<file path="src/rtl/ddr_init_pkg.sv">
package ddr_init_pkg;

  typedef enum logic [3:0] {
    ST_IDLE,
    ST_CKE_LOW,
    ST_CKE_UP,
    ST_PRE_A,
    ST_EXT_LOAD,
    ST_MODE_RST,
    ST_PRE_B,
    ST_REF_A,
    ST_REF_B,
    ST_MODE_RUN,
    ST_READY
  } seq_state_t;

  // {cs_n, ras_n, cas_n, we_n}
  typedef enum logic [3:0] {
    CMD_LOAD = 4'b0000,
    CMD_REF  = 4'b0001,
    CMD_PRE  = 4'b0010,
    CMD_NOP  = 4'b0111
  } bus_cmd_t;

  localparam int BIT_EXT_DLL_OFF = 0;
  localparam int BIT_EXT_WEAK    = 1;
  localparam int BIT_BL_LSB      = 0;
  localparam int BIT_BTYPE       = 3;
  localparam int BIT_CL_LSB      = 4;
  localparam int BIT_DLL_RST     = 8;
  localparam int BIT_ALL_BANKS   = 10;

endpackage

</file>
<file path="src/rtl/ddr_init_timer.sv">
module ddr_init_timer #(
  parameter int W = 8
) (
  input  logic         clk_i,
  input  logic         rst_ni,
  input  logic         load_i,
  input  logic [W-1:0] len_i,
  output logic         expired_o
);
  logic [W-1:0] cnt_q;

  always_ff @(posedge clk_i) begin
    if (!rst_ni)               cnt_q <= '0;
    else if (load_i)           cnt_q <= len_i - W'(1);
    else if (cnt_q != '0)      cnt_q <= cnt_q - W'(1);
  end

  assign expired_o = (cnt_q == '0);
endmodule

</file>
<file path="src/rtl/ddr_init_lock.sv">
module ddr_init_lock #(
  parameter int T_LOCK = 200,
  localparam int LW = $clog2(T_LOCK + 1)
) (
  input  logic clk_i,
  input  logic rst_ni,
  input  logic arm_i,
  input  logic cke_i,
  output logic near_o,
  output logic full_o
);
  logic          armed_q;
  logic [LW-1:0] cnt_q;

  always_ff @(posedge clk_i) begin
    if (!rst_ni) begin
      armed_q <= 1'b0;
      cnt_q   <= '0;
    end else begin
      if (arm_i) armed_q <= 1'b1;
      if ((armed_q || arm_i) && cke_i && cnt_q != LW'(T_LOCK))
        cnt_q <= cnt_q + LW'(1);
    end
  end

  // near: the window completes at the next clock edge or has already completed
  assign near_o = armed_q && (cnt_q >= LW'(T_LOCK - 1));
  assign full_o = (cnt_q == LW'(T_LOCK));

  assert_full_needs_arm_R10: assert property (@(posedge clk_i) disable iff (!rst_ni)
    full_o |-> armed_q);
endmodule

</file>
<file path="src/rtl/ddr_init_mode_word.sv">
module ddr_init_mode_word
  import ddr_init_pkg::*;
#(
  parameter int ADDR_W = 13
) (
  input  logic [2:0]        cas_lat_i,
  input  logic [2:0]        burst_len_i,
  input  logic              reduced_drive_i,
  input  logic              dll_reset_i,
  input  logic              ext_sel_i,
  output logic [ADDR_W-1:0] word_o
);
  always_comb begin
    word_o = '0;
    if (ext_sel_i) begin
      word_o[BIT_EXT_DLL_OFF] = 1'b0;
      word_o[BIT_EXT_WEAK]    = reduced_drive_i;
    end else begin
      word_o[BIT_BL_LSB +: 3] = burst_len_i;
      word_o[BIT_BTYPE]       = 1'b0;
      word_o[BIT_CL_LSB +: 3] = cas_lat_i;
      word_o[BIT_DLL_RST]     = dll_reset_i;
    end
  end
endmodule

</file>
<file path="src/rtl/ddr_init_seq.sv">
module ddr_init_seq
  import ddr_init_pkg::*;
#(
  parameter int ADDR_W    = 13,
  parameter int BA_W      = 2,
  parameter int T_CKE_LOW = 20,
  parameter int T_CKE_UP  = 2,
  parameter int T_RP      = 3,
  parameter int T_MRD     = 2,
  parameter int T_RFC     = 8,
  parameter int T_LOCK    = 200
) (
  input  logic              clk_i,
  input  logic              rst_ni,
  input  logic              start_i,
  input  logic [2:0]        cas_lat_i,
  input  logic [2:0]        burst_len_i,
  input  logic              reduced_drive_i,
  output logic              cke_o,
  output logic              cs_n_o,
  output logic              ras_n_o,
  output logic              cas_n_o,
  output logic              we_n_o,
  output logic [BA_W-1:0]   ba_o,
  output logic [ADDR_W-1:0] addr_o,
  output logic              ready_o
);
  localparam int D_A   = (T_CKE_LOW > T_CKE_UP) ? T_CKE_LOW : T_CKE_UP;
  localparam int D_B   = (T_RP > T_MRD) ? T_RP : T_MRD;
  localparam int D_C   = (D_A > D_B) ? D_A : D_B;
  localparam int D_MAX = (D_C > T_RFC) ? D_C : T_RFC;
  localparam int TMR_W = $clog2(D_MAX + 1);

  seq_state_t state_q, state_nx;
  logic       first_q;
  logic       advance, tmr_expired, lock_near, lock_full;
  logic [TMR_W-1:0] dwell_nx;
  logic [2:0] cl_q, bl_q;
  logic       rd_q;
  bus_cmd_t   cmd;
  logic       issue;
  logic [ADDR_W-1:0] mode_word;
  logic       dll_due_q;

  function automatic seq_state_t succ(seq_state_t s);
    case (s)
      ST_IDLE:     return ST_CKE_LOW;
      ST_CKE_LOW:  return ST_CKE_UP;
      ST_CKE_UP:   return ST_PRE_A;
      ST_PRE_A:    return ST_EXT_LOAD;
      ST_EXT_LOAD: return ST_MODE_RST;
      ST_MODE_RST: return ST_PRE_B;
      ST_PRE_B:    return ST_REF_A;
      ST_REF_A:    return ST_REF_B;
      ST_REF_B:    return ST_MODE_RUN;
      default:     return ST_READY;
    endcase
  endfunction

  function automatic logic [TMR_W-1:0] dwell(seq_state_t s);
    case (s)
      ST_CKE_LOW:               return TMR_W'(T_CKE_LOW);
      ST_CKE_UP:                return TMR_W'(T_CKE_UP);
      ST_PRE_A, ST_PRE_B:       return TMR_W'(T_RP);
      ST_REF_A, ST_REF_B:       return TMR_W'(T_RFC);
      ST_EXT_LOAD, ST_MODE_RST,
      ST_MODE_RUN:              return TMR_W'(T_MRD);
      default:                  return TMR_W'(1);
    endcase
  endfunction

  function automatic bus_cmd_t step_cmd(seq_state_t s);
    case (s)
      ST_PRE_A, ST_PRE_B:                    return CMD_PRE;
      ST_REF_A, ST_REF_B:                    return CMD_REF;
      ST_EXT_LOAD, ST_MODE_RST, ST_MODE_RUN: return CMD_LOAD;
      default:                               return CMD_NOP;
    endcase
  endfunction

  // ---------------- step control ----------------
  always_comb begin
    case (state_q)
      ST_IDLE:     advance = start_i;
      ST_READY:    advance = 1'b0;
      ST_MODE_RUN: advance = tmr_expired && lock_near;
      default:     advance = tmr_expired;
    endcase
    state_nx = succ(state_q);
    dwell_nx = dwell(state_nx);
  end

  always_ff @(posedge clk_i) begin
    if (!rst_ni) begin
      state_q <= ST_IDLE;
      first_q <= 1'b0;
    end else begin
      first_q <= advance;
      if (advance) state_q <= state_nx;
    end
  end

  // configuration captured once, when the start pulse is accepted
  always_ff @(posedge clk_i) begin
    if (!rst_ni) begin
      cl_q <= '0;
      bl_q <= '0;
      rd_q <= 1'b0;
    end else if (state_q == ST_IDLE && start_i) begin
      cl_q <= cas_lat_i;
      bl_q <= burst_len_i;
      rd_q <= reduced_drive_i;
    end
  end

  ddr_init_timer #(.W(TMR_W)) u_step_timer (
    .clk_i     (clk_i),
    .rst_ni    (rst_ni),
    .load_i    (advance),
    .len_i     (dwell_nx),
    .expired_o (tmr_expired)
  );

  ddr_init_lock #(.T_LOCK(T_LOCK)) u_lock (
    .clk_i  (clk_i),
    .rst_ni (rst_ni),
    .arm_i  (issue && state_q == ST_EXT_LOAD),
    .cke_i  (cke_o),
    .near_o (lock_near),
    .full_o (lock_full)
  );

  ddr_init_mode_word #(.ADDR_W(ADDR_W)) u_mode_word (
    .cas_lat_i       (cl_q),
    .burst_len_i     (bl_q),
    .reduced_drive_i (rd_q),
    .dll_reset_i     (state_q == ST_MODE_RST),
    .ext_sel_i       (state_q == ST_EXT_LOAD),
    .word_o          (mode_word)
  );

  // ---------------- command bus ----------------
  always_comb begin
    cmd    = first_q ? step_cmd(state_q) : CMD_NOP;
    issue  = (cmd != CMD_NOP);
    addr_o = '0;
    ba_o   = '0;
    case (cmd)
      CMD_LOAD: begin
        addr_o = mode_word;
        if (state_q == ST_EXT_LOAD) ba_o = BA_W'(1);
      end
      CMD_PRE: addr_o[BIT_ALL_BANKS] = 1'b1;
      default: ;
    endcase
  end

  assign {cs_n_o, ras_n_o, cas_n_o, we_n_o} = cmd;
  assign cke_o   = (state_q != ST_IDLE) && (state_q != ST_CKE_LOW);
  assign ready_o = (state_q == ST_READY);

  // tracks that the DLL was just enabled and its reset load is owed
  always_ff @(posedge clk_i) begin
    if (!rst_ni)                              dll_due_q <= 1'b0;
    else if (issue && state_q == ST_EXT_LOAD) dll_due_q <= 1'b1;
    else if (issue)                           dll_due_q <= 1'b0;
  end

  // ---------------- assertions ----------------
  assert_nop_while_cke_low_R2: assert property (@(posedge clk_i) disable iff (!rst_ni)
    !cke_o |-> ({cs_n_o, ras_n_o, cas_n_o, we_n_o} == 4'b0111));

  assert_cke_sticky_R2: assert property (@(posedge clk_i) disable iff (!rst_ni)
    cke_o |=> cke_o);

  assert_spacing_respected_R5: assert property (@(posedge clk_i) disable iff (!rst_ni)
    issue |-> $past(tmr_expired));

  assert_dll_reset_follows_R9: assert property (@(posedge clk_i) disable iff (!rst_ni)
    (issue && dll_due_q) |-> (cmd == CMD_LOAD && ba_o == '0 && addr_o[BIT_DLL_RST]));

  assert_ready_after_lock_R10: assert property (@(posedge clk_i) disable iff (!rst_ni)
    ready_o |-> lock_full);

  assert_ready_sticky_R10: assert property (@(posedge clk_i) disable iff (!rst_ni)
    ready_o |=> ready_o);

  assert_idle_bus_when_ready_R12: assert property (@(posedge clk_i) disable iff (!rst_ni)
    ready_o |-> (!issue && cke_o));
endmodule

</file>
<file path="config.mk">
export PLATFORM = sky130hd
export DESIGN_NAME = ddr_init_seq
export DESIGN_NICKNAME = d
export VERILOG_FILES = /design/src/rtl/ddr_init_pkg.sv /design/src/rtl/ddr_init_timer.sv /design/src/rtl/ddr_init_lock.sv /design/src/rtl/ddr_init_mode_word.sv /design/src/rtl/ddr_init_seq.sv
export SDC_FILE = /design/constraint.sdc
export NUM_CORES = 1
export LEC_CHECK = 0
export CORE_UTILIZATION = 53
export CTS_BUF_LIST = sky130_fd_sc_hd__clkbuf_4 sky130_fd_sc_hd__clkbuf_8 sky130_fd_sc_hd__clkbuf_16
export CTS_CLUSTER_DIAMETER = 120
export CTS_CLUSTER_SIZE = 40
export DETAILED_ROUTE_END_ITERATION = 12
export PLACE_DENSITY = 0.8
export SLEW_MARGIN = 10
export SYNTH_ARGS = -nofsm -noshare
export SYNTH_HDL_FRONTEND = slang
export SYNTH_SLANG_ARGS = --single-unit
</file>
<file path="constraint.sdc">
create_clock -name clk_i -period 3.7 [get_ports clk_i]
set_clock_uncertainty 0.2 [all_clocks]
set_input_delay 0.555 -clock clk_i [delete_from_list [all_inputs] [get_ports clk_i]]
set_output_delay 0.555 -clock clk_i [all_outputs]
set_load 0.02 [all_outputs]
</file>
# Word level (Yosys, flattened, before mapping)
# Memories as Yosys holds them, arrays and structs flattened. A register that Yosys moved wholly into a read port is not among the register bits.
# Cells that the tools add are included.
[op_classes]
n_addsub = 3
magnitude_cmp = 1
n_eq_ne = 12
reduce_logical = 17
n_mux = 14
[op_table]
columns = ["operator", "count"]
rows = [
  ["4-bit by 3-bit equality test with 1-bit output, second input constant", 4],
  ["5-bit 2-to-1 mux", 3],
  ["4-bit equality test, second input constant", 3],
  ["4-bit 2-to-1 mux", 3],
  ["5-bit by 1-bit subtractor with 5-bit output, second input constant", 2],
  ["9-bit 2-to-1 mux", 1],
  ["3-bit case mux with 3 select lines", 1],
  ["8-bit by 1-bit adder with 8-bit output, second input constant", 1],
  ["4-bit by 2-bit equality test with 1-bit output, second input constant", 2],
  ["8-bit greater-or-equal comparator, second input constant", 1],
  ["4-bit logical NOT", 2],
  ["8-bit != test, second input constant", 1],
  ["1-bit logical AND", 7],
  ["5-bit logical NOT", 1],
  ["5-bit nonzero test", 1],
  ["1-bit 2-to-1 mux", 4],
  ["4-bit by 1-bit != test with 1-bit output, second input constant", 1],
  ["4-bit by 3-bit != test with 1-bit output, second input constant", 1],
  ["4-bit nonzero test", 1],
  ["2-bit OR reduction", 2],
  ["1-bit case mux with 3 select lines", 1],
  ["3-bit OR reduction", 1],
  ["2-bit 2-to-1 mux", 1],
  ["2-bit nonzero test", 1],
  ["1-bit logical OR", 1],
]
[totals]
mem_count = 2
mem_bits_ro = 144
wordCells = 57
regBits = 26
[mem_list]
columns = ["memory", "depth", "width", "rd", "rd_clocked_by_memory_dff", "wr", "line", "source"]
rows = [
  ["(name not given)", 16, 5, 1, 0, 0, "ddr_init_seq.sv:61", "case (s)"],
  ["(name not given)", 16, 4, 1, 1, 0, "ddr_init_seq.sv:46", "case (s)"],
]

# Logic depth before layout (Yosys ltp)
# Gate-level depths: netlist of run 1.
[depth]
word_depth = 9
mapped_depth = 11

# Modules after synthesis
# A second synthesis of run 1 with hierarchy kept.
[unflattened]
hier_cells = 230
area_unflattened_um2 = 1976.9
[by_module_without_submodules]
columns = ["mod", "seq_area_each_um2", "area_each_um2", "n_inst", "cells_each"]
rows = [
  ["ddr_init_seq", 320.3, 1078.5, 1, 126],
  ["ddr_init_lock", 180.2, 471.7, 1, 56],
  ["ddr_init_timer", 100.1, 310.3, 1, 34],
  ["ddr_init_mode_word", 0.0, 116.4, 1, 14],
]

# Least setup slack after synthesis of run 1
# OpenSTA, ideal clock, no wires.
[synth_timing]
kind = "reg-to-reg"
start = "register u_lock.cnt_q[0]"
end = "register state_nx[1] (netlist name)"
setup_slack_ns = 1.002
path_stages_with_launch = 10
t_required_ns = 3.379
t_arrival_ns = 2.377
synth_period_minus_slack_ns = 2.698
path_buffers = 0
path_cell_list = "dfxtp_1 ha_1 a2111oi_4 nor4_4 o31ai_4 nand2_4 mux2i_1 inv_1 ha_1 mux2_4"
[synth_between]
elab_chain_cells = 6
[synth_rtl]
columns = ["item", "line", "source"]
rows = [
  ["from (decl)", "ddr_init_lock.sv:13", "logic [LW-1:0] cnt_q;"],
  ["from (signal assigned)", "ddr_init_lock.sv:22", "cnt_q <= cnt_q + LW'(1);"],
  ["8-bit greater-or-equal comparator", "ddr_init_lock.sv:27", "assign near_o = armed_q && (cnt_q >= LW'(T_LOCK - 1));"],
  ["1-bit logical AND", "ddr_init_lock.sv:27", ""],
  ["1-bit logical AND", "ddr_init_seq.sv:86", "ST_MODE_RUN: advance = tmr_expired && lock_near;"],
  ["1-bit case mux with 3 select lines", "ddr_init_seq.sv:83", "case (state_q)"],
  ["4-bit 2-to-1 mux (no line) (2 in a row)", "--", ""],
]
# Every way passes these cells.
# A chain may end at the register's enable or synchronous reset.

# Worst setup path in the final report of run 1
[layout_timing]
start = "register state_q[2]"
end = "output addr_o[6]"
[layout_between]
elab_chain_cells = 6
elab_cells_between_ends = 15
[layout_rtl]
columns = ["item", "line", "source"]
rows = [
  ["from (decl)", "ddr_init_seq.sv:34", "seq_state_t state_q, state_nx;"],
  ["from (signal assigned)", "ddr_init_seq.sv:99", "if (advance) state_q <= state_nx;"],
  ["4-bit equality test, or another cell as far along", "ddr_init_seq.sv:73", "case (s)"],
  ["3-bit OR reduction or 2-bit OR reduction (tied branches)", "ddr_init_seq.sv:73", ""],
  ["3-bit case mux with 3 select lines", "ddr_init_seq.sv:73", ""],
  ["4-bit 2-to-1 mux", "ddr_init_seq.sv:144", "cmd = first_q ? step_cmd(state_q) : CMD_NOP;"],
  ["4-bit logical NOT", "ddr_init_seq.sv:148", "case (cmd)"],
  ["9-bit 2-to-1 mux *", "ddr_init_seq.sv:148", ""],
  ["to (decl)", "ddr_init_seq.sv:25", "output logic [ADDR_W-1:0] addr_o,"],
]
# Every way passes the cells marked *; elsewhere a longest branch is shown, timed or not.

==> results.toml, run 1 <==
[status]
status = "finished clean"

[synth]
async_reset_ff_share_pct = 0
synthFlopType = "dfxtp_1"
yosysWarnings = 0
synth_edf_count = 0
synth_seq_cells = 30
syn_area_sq_um = 1890
synth_area_per_cell_sq_um = 8.47
yosysUniqueCellTypes = 53
ys_seq_area_share_pct = 31.8
syn_inst = 223

[layout]
drive_gt1_share_pct = 9.02
n_antenna_cell = 0
final_nets = 263
area_growth_syn_to_layout_pct = 15.6

[critical_path]
end_kind = "output port"
path_max_fanout = 20
cp.depth = 4
r2r_end = "state_nx[1]"
path_delay_family = "flip-flops"
crit_required_ns = 2.94
reg2reg_from = "u_lock.cnt_q[0]"
crit_arrival_ns = 2.38
crit_buf_inv = 1
start_kind = "register"
path_class = "register to output port"
cp-startpoint = "state_q[2]"
worstSetupEndpoint = "addr_o[6]"
crit_slowest_cell = "dfxtp_1"
rrSetupSlack_ns = 0.80
max_stage_delay_ns = 0.73
path_cells = "xnor2_1 -> nor3_1 -> and2_1 -> clkdlybuf4s50_1"
reg2reg_depth = 9

[timing]
max-slew-margin-rel_pct = 58.0
finalSetupViolCount = 0
maxSlewViolCount = 0
period_share_pct = 84.8
fin_tns_setup_ns = 0
rsz0062_at_grt = "no"
setup_ws_ns = 0.562
tightest_slew_ns = 0.629
min_period_ns = 3.14
finalHoldViolations = 0
fmaxAchievable_mhz = 319

[route]
drtIter0Drc = 75
vias = 1572
drt-pass1-iter-count = 4
detail_route.vias_per_cell = 5.42
totalWireLength_mm = 3.76
antenna_left = 0
wire_per_inst_um = 12.9
drc = 0

[global_route]
grtUsageTotal_pct = 22.4
grt_pass1_vias = 1373
grt_max_degree = 21
grt_pass1_wl_mm = 6.13
antenna_found_initial = 0
gr-total-overflow = 0

[floorplan]
die_height_um = 61.7
core_area_sq_um = 3360
dieWidth_um = 61.7
die-area_sq_um = 3810
rows = 21
start_util_pct = 56.1
io-pin-count = 31

[clock_tree]
post_cts_buffers = 0
cts-root-buf = "clkbuf_4"
cts_buffer_depth = 2
h-tree-depth = 2
clk_pin_slew_ns = 0.09
cts_tree = "built"
numCtsBuffers = 5
cts_hold_buf = 0
ctsResizeCount = 0
cts_sinks = 30
clkLatencyLatePin_ns = 0.34

[pwr]
ir_drop_mv = 0.308
power.leakage_nw = 0.859
p_per_area_nw_per_um2 = 580

[place]
place_congestion = 0.814
portBuffers = 23
pre_cts_slack_ns = 0.800
post-dp-hpwl_mm = 2.73

[run]
cap_violations = 0

[hold_path]
hold_class = "register to register"
[layout by cell type (no fill, tap or decap), types with 4 or more instances in the layout]
cell type	count
xor2_1	7
clkbuf_4	6
nand2_1	30
a21oi_1	19
and3_1	4
o21ai_0	7
nor2_1	13
ha_1	10
conb_1	7
inv_1	7
nor3_1	6
and2_1	8
mux2i_1	5
nand4_1	4
dfxtp_1	30
clkdlybuf4s50_1	23
xnor2_1	5
[logic make-up (layout without fill, tap and decap cells)]
group / after synthesis / in the layout / synth area share, %
multiplexers: 7 / 7 / 4.04
XOR/XNOR: 12 / 12 / 5.57
flip-flops: 30 / 30 / 31.8
buffers and inverters: 26 / 41 / 6.56
AO/OA/AOI/OAI: 49 / 49 / 19.9
other: 1 / 7 / 0.199
adder cells (fa/ha/maj): 10 / 10 / 6.63
AND/OR/NAND/NOR: 88 / 88 / 25.3
[power breakdown]
part,leakage [nW],internal [mW],switching (mW)
Sequential,0.245,0.389,0.0970
Combinational,0.575,0.251,0.314
Clock,0.0387,0.0993,0.116
[layer usage]
layer,part of all wire (%),global-route usage (%),up-vias
li1,-,-,811
met3,5.1,6.51,5
met4,1.4,8.57,0
met5,0,0,-
met1,48,28.3,720
met2,45,35.9,36
[layout make-up]
cell class / instances / area (sq um)
fill: 298 / 1180
clock buffer: 7 / 58.8
inverter: 8 / 30.0
clock inverter: 1 / 5.00
timing repair buffer: 25 / 245
tap: 46 / 57.6
sequential: 30 / 601
multi-input combinational: 173 / 1190
[registers in the layout, summed over array words and instances (netlist names)]
register and cells:
u_step_timer.cnt_q 5, u_lock.armed_q 1, u_lock.cnt_q 8, first_q 1, bl_q 3, rd_q 1
state_nx 4, state_q 4, cl_q 3
[worst reg2reg max path, cell delays in order (launching register included)]
cell and delay (ns):
dfxtp_1 0.37, ha_1 0.29, a2111oi_4 0.42, nor4_4 0.12
o31ai_4 0.37, nand2_4 0.13, mux2i_1 0.28, inv_1 0.08
ha_1 0.29, mux2_4 0.26
[how the worst min path moves through the flow]
| stage | start | end | slack, ns | cells past startpoint |
|---|---|---|---|---|
| CTS | cl_q[2] | cl_q[2] | 0.26 | 2 |
| finish | cl_q[2] | cl_q[2] | 0.25 | 2 |
| detailed placement | cl_q[1] | cl_q[1] | 0.24 | 2 |
| global placement | cl_q[0] | cl_q[0] | 0.24 | 2 |
| global route | bl_q[1] | bl_q[1] | 0.28 | 2 |
| floorplan | bl_q[0] | bl_q[0] | 0.23 | 2 |
[stage by stage]
stage | instance area (sq um) | util, % | total power [mW] | cells | hold WS (ns)
finish | 2180 | 64.9 | 1.27 | 290 | 0.253
global route | 2180 | 64.9 | 1.37 | 290 | 0.278
CTS | 2180 | 64.9 | 1.27 | 290 | 0.258
detailed placement | 2120 | 63.0 | 1.06 | 282 | 0.245
global placement | 2120 | 63.0 | 1.04 | 282 | 0.237
floorplan | 1910 | - | 0.939 | 229 | 0.232
[Yosys cell counts, types with 6 or more instances]
| cell type | count | area (sq um) |
|---|---|---|
| dfxtp_1 | 30 | 601 |
| nor3_1 | 6 | 30.0 |
| o21ai_0 | 7 | 35.0 |
| nand2_1 | 30 | 113 |
| and2_1 | 8 | 50.1 |
| inv_1 | 7 | 26.3 |
| clkbuf_1 | 11 | 41.3 |
| nor2_1 | 13 | 48.8 |
| ha_1 | 10 | 125 |
| a21oi_1 | 19 | 95.1 |
| xor2_1 | 7 | 61.3 |
| buf_4 | 7 | 52.6 |
Note: power is estimated with default switching activity, not from simulation.
==> run 2: changes to the inputs <==
--- a/config.mk
+++ b/config.mk
@@ -5,12 +5,12 @@
 export SDC_FILE = /design/constraint.sdc
 export NUM_CORES = 1
 export LEC_CHECK = 0
-export CORE_UTILIZATION = 53
+export CORE_UTILIZATION = 48
 export CTS_BUF_LIST = sky130_fd_sc_hd__clkbuf_4 sky130_fd_sc_hd__clkbuf_8 sky130_fd_sc_hd__clkbuf_16
 export CTS_CLUSTER_DIAMETER = 120
 export CTS_CLUSTER_SIZE = 40
 export DETAILED_ROUTE_END_ITERATION = 12
-export PLACE_DENSITY = 0.8
+export PLACE_DENSITY = 0.77
 export SLEW_MARGIN = 10
 export SYNTH_ARGS = -nofsm -noshare
 export SYNTH_HDL_FRONTEND = slang
==> constraint.sdc (replaced) <==
create_clock -name clk_i -period 2.8 [get_ports clk_i]
set_clock_uncertainty 0.2 [all_clocks]
set_input_delay 0.42 -clock clk_i [delete_from_list [all_inputs] [get_ports clk_i]]
set_output_delay 0.42 -clock clk_i [all_outputs]
set_load 0.02 [all_outputs]
==> results.toml, run 2 (synthesized netlist as in run 1, its figures left out) <==
[status]
status = "finished clean"

[clock_tree]
cts-root-buf = "clkbuf_8"
clk_pin_slew_ns = 0.07
cts_hold_buf = 0
numCtsBuffers = 5
h-tree-depth = 2
cts_sinks = 30
cts_tree = "built"
cts_buffer_depth = 2
clkLatencyLatePin_ns = 0.28

[timing]
finalHoldViolations = 0
min_period_ns = 2.76
max-slew-margin-rel_pct = 61.4
period_share_pct = 98.4
rsz0062_at_grt = "yes"
hold_ws_ns = 0.248
fmaxAchievable_mhz = 363
fin_tns_setup_ns = 0
maxSlewViolCount = 0
tightest_slew_ns = 0.575
finalSetupViolCount = 0

[layout]
drive_gt1_share_pct = 18.1
regMostFlops = "u_lock.cnt_q"
multi_input_area_sq_um = 1220
nFillCells = 317
n_antenna_cell = 0
area_growth_syn_to_layout_pct = 25.5
final_nets = 278
fin_cells = 307
final_cell_mix = "30 x nand2_1, 27 x dfxtp_1, 23 x clkdlybuf4s50_1"
regArea_sq_um = 604
top_regs = "u_lock.cnt_q x8, u_step_timer.cnt_q x5"
layout_commonest_cell = "nand2_1"
largest_register_ffs = 8

[route]
vias = 1673
antenna_left = 0
detail_route.vias_per_cell = 5.45
drt-pass1-iter-count = 4
drtIter0Drc = 37
wire_per_inst_um = 13.3
drc = 0
totalWireLength_mm = 4.08

[pwr]
swShare_pct = 39.9
power.switching_mw = 0.757
power_frac_seq_pct = 32.8
p_per_area_nw_per_um2 = 800
p_comb_share_pct = 48.0
clkPwrFrac_pct = 19.1
ir_drop_mv = 0.386
finalPower_mw = 1.90
power.leakage_nw = 0.948
p_int_mw = 1.14

[hold_path]
hold_class = "register to register"

[floorplan]
start_util_pct = 50.8
die_height_um = 64.7
die-area_sq_um = 4190
rows = 22
io-pin-count = 31
dieWidth_um = 64.7
core_area_sq_um = 3720

[global_route]
grt_pass1_wl_mm = 7.01
gr-total-overflow = 0
antenna_found_initial = 0
grtUsageTotal_pct = 21.8
grt_max_degree = 18
grt_pass1_vias = 1600

[critical_path]
path_max_fanout = 8
crit_arrival_ns = 2.69
end_kind = "register"
crit_required_ns = 2.74
start_kind = "register"
path_class = "register to register"

[place]
dp_cells = 297
post-dp-hpwl_mm = 3.04
place_congestion = 0.806
portBuffers = 23

[run]
cap_violations = 0
run 2: cell count changes in the layout (fill, tap and decap cells not counted), sizes merged:
| cell | previous run | this run |
|---|---|---|
| buf | 2 | 17 |
run 2: power groups by stage:
| stage | Clock, mW | Sequential [mW] | Combinational (mW) |
|---|---|---|---|
| 2_1_floorplan | 0 | 0.582 | 0.659 |
| 3_3_place_gp | 0 | 0.620 | 0.846 |
| 3_5_place_dp | 0 | 0.625 | 0.873 |
| 4_1_cts | 0.372 | 0.616 | 0.876 |
| 5_1_grt | 0.404 | 0.638 | 1.02 |
| 6_report | 0.363 | 0.623 | 0.911 |
run 2: final cells by class:
type	count	area share, %
Timing Repair Buffer	40	15.1
Inverter	8	1.27
Sequential cell	30	25.5
Tap cell	48	2.53
Clock buffer	7	3.80
Clock inverter	1	0.211
Multi-Input combinational cell	173	51.6
run 2: worst paths after layout:
check,depth (start not counted),start,end,slack (ns)
setup / recovery,10,u_lock.cnt_q[0],u_step_timer.cnt_q[4],0.04
hold / removal,2,cl_q[1],cl_q[1],0.25
setup reg to reg,10,u_lock.cnt_q[0],u_step_timer.cnt_q[4],0.04
hold reg to reg,2,cl_q[1],cl_q[1],0.25
run 2: what timing repair did:
item | CTS | global route
gates resized for setup | 0 | 11
endpoints found under the hold margin | 0 | 0
setup endpoints to repair | 0 | 10
buffers inserted | 0 | 2
run 2: worst max-delay path, cell delays in order (launching register included):
cell       delay, ns
dfxtp_2         0.34
ha_4            0.17
a2111oi_4       0.34
nor4_4          0.08
o31ai_4         0.52
nand2_4         0.10
a22oi_2         0.19
ha_2            0.22
and4bb_2        0.24
xor2_1          0.14
a21oi_1         0.08
run 2: per-stage QoR:
| stage | util [%] | setup WS [ns] | instance area (sq um) |
|---|---|---|---|
| after floorplan | - | 0.102 | 1910 |
| after global placement | 59.7 | 0.132 | 2220 |
| after detailed placement | 59.7 | 0.0399 | 2220 |
| after CTS | 62.3 | 0.0159 | 2310 |
| after global routing | 63.8 | -0.113 | 2370 |
| final | 63.8 | 0.0444 | 2370 |
run 2: routing by layer:
layer / part of all wire (%) / GRT usage [%] / up-vias
met4: 1.8 / 7.78 / 0
met5: 0 / 0 / -
met3: 4.1 / 6.16 / 9
met1: 46 / 25.0 / 786
met2: 48 / 38.0 / 44
li1: - / - / 834
==> run 3: changes to the inputs <==
--- a/config.mk
+++ b/config.mk
@@ -10,8 +10,9 @@
 export CTS_CLUSTER_DIAMETER = 120
 export CTS_CLUSTER_SIZE = 40
 export DETAILED_ROUTE_END_ITERATION = 12
-export PLACE_DENSITY = 0.77
+export PLACE_DENSITY = 0.76
 export SLEW_MARGIN = 10
 export SYNTH_ARGS = -nofsm -noshare
 export SYNTH_HDL_FRONTEND = slang
+export SYNTH_HIERARCHICAL = 1
 export SYNTH_SLANG_ARGS = --single-unit
==> results.toml, run 3 <==
[status]
status = "finished with violations"
violations = "negative setup slack"

[critical_path]
rrSetupSlack_ns = -0.11
path_delay_family = "simple AND/OR/NAND/NOR gates"
max_stage_delay_ns = 0.47
path_max_fanout = 7
crit_required_ns = 2.79
start_kind = "register"
crit_buf_inv = 1
path_class = "register to register"
crit_arrival_ns = 2.89
path_cells = "ha_4 -> a2111oi_4 -> nor2_1 -> or4bb_1 -> o211ai_1 -> and3_4 -> inv_4 -> mux2i_2 -> ha_2 -> o21ai_2 -> xnor2_1 -> a32o_1"
end_kind = "register"
crit_slowest_cell = "or4bb_1"

[clock_tree]
cts-root-buf = "clkbuf_8"
h-tree-depth = 2
cts_buffer_depth = 2
clkLatencyLatePin_ns = 0.29
cts_tree = "built"
numCtsBuffers = 5
cts_sinks = 30
clk_pin_slew_ns = 0.06
cts_hold_buf = 0

[layout]
area_growth_syn_to_layout_pct = 26.9
final_nets = 292
n_antenna_cell = 0
final_core_util_pct = 65.9
regMostFlops = "u_lock/cnt_q"
largest_register_ffs = 8
final_cell_mix = "28 x dfxtp_1, 25 x buf_4, 16 x nand2_1"
top_regs = "u_lock/cnt_q x8, u_step_timer/cnt_q x5"
drive_gt1_share_pct = 20.6
layout_commonest_cell = "dfxtp_1"

[global_route]
grt_pass1_vias = 1572
gr-total-overflow = 0
grt_pass1_wl_mm = 6.63
antenna_found_initial = 0
grt_max_degree = 23
grtUsageTotal_pct = 20.4

[place]
place_congestion = 0.861
pre_cts_slack_ns = -0.112
portBuffers = 23
post-dp-hpwl_mm = 3.06

[pwr]
power_frac_seq_pct = 31.1
clkPwrFrac_pct = 18.3
p_comb_share_pct = 50.6
finalPower_mw = 1.82
p_per_area_nw_per_um2 = 725
power.leakage_nw = 1.20
power.switching_mw = 0.654
swShare_pct = 36.0
p_int_mw = 1.16
ir_drop_mv = 0.327

[synth]
syn_inst = 229
synth_area_per_cell_sq_um = 8.62
syn_area_sq_um = 1970
yosysWarnings = 6

[timing]
maxSlewViolCount = 0
setup_ws_ns = -0.107
hold_ws_ns = 0.309
period_share_pct = 104
fmaxAchievable_mhz = 344
finalHoldViolations = 0
min_period_ns = 2.91
fin_tns_setup_ns = -0.251
finalSetupViolCount = 3
rsz0062_at_grt = "yes"

[route]
drt-pass1-iter-count = 4
wl_met1_mm = 1.81
drc = 0
totalWireLength_mm = 4.04
wire_per_inst_um = 12.6
wl_met3_um = 215
wl_met2_mm = 1.93
routed.top_layer = "met4"
drtIter0Drc = 67
vias = 1684
antenna_left = 0
detail_route.vias_per_cell = 5.26

[floorplan]
die-area_sq_um = 4370
io-pin-count = 31
core_area_sq_um = 3800
dieWidth_um = 66.1
start_util_pct = 51.9
rows = 22
die_height_um = 66.1

[hold_path]
hold_class = "register to register"

[run]
cap_violations = 0
-- run 3: area by class of cell --
type	instances	area [sq um]
Fill cell	331	1290
Multi-Input combinational cell	175	1280
Sequential cell	30	603
Timing Repair Buffer	48	430
Clock buffer	5	68.8
Tap cell	48	60.1
Inverter	12	48.8
Clock inverter	2	10.0
-- run 3: final timing paths --
path | start | end | cells after the start
min reg2reg | u_lock/cnt_q[7] | u_lock/cnt_q[7] | 2
min | u_lock/cnt_q[7] | u_lock/cnt_q[7] | 2
max | u_lock/cnt_q[1] | u_step_timer/cnt_q[4] | 12
max reg2reg | u_lock/cnt_q[1] | u_step_timer/cnt_q[4] | 12
-- run 3: power groups by stage --
| stage | clock [mW] | sequential [mW] | combinational, mW |
|---|---|---|---|
| after floorplan | 0 | 0.554 | 0.677 |
| after global placement | 0 | 0.571 | 0.867 |
| after detailed placement | 0 | 0.573 | 0.890 |
| after CTS | 0.338 | 0.565 | 0.920 |
| after global routing | 0.354 | 0.576 | 1.01 |
| final | 0.333 | 0.565 | 0.919 |
-- run 3: tightest hold or removal path, delay by kind of cell (launching register included) --
kind / cells / cell delay (ns)
AOI/OAI and AO/OA: 2 / 0.12
DFF: 1 / 0.34
-- run 3: per-stage QoR --
stage               cells  area, sq um
floorplan             235         2040
global placement      312         2390
global route          320         2500
finish                320         2500
detailed placement    312         2390
CTS                   320         2490
-- run 3: per-layer routing --
metal | vias up | GRT usage (%)
li1 | 851 | -
met4 | 0 | 9.57
met1 | 778 | 23.8
met2 | 42 | 34.9
met5 | - | 0
met3 | 13 | 4.66
-- run 3: timing repair --
action | CTS | global route
setup endpoints to repair | 6 | 13
setup buffers | 1 | 0
pin swaps | 4 | 3
gates resized for setup | 5 | 7
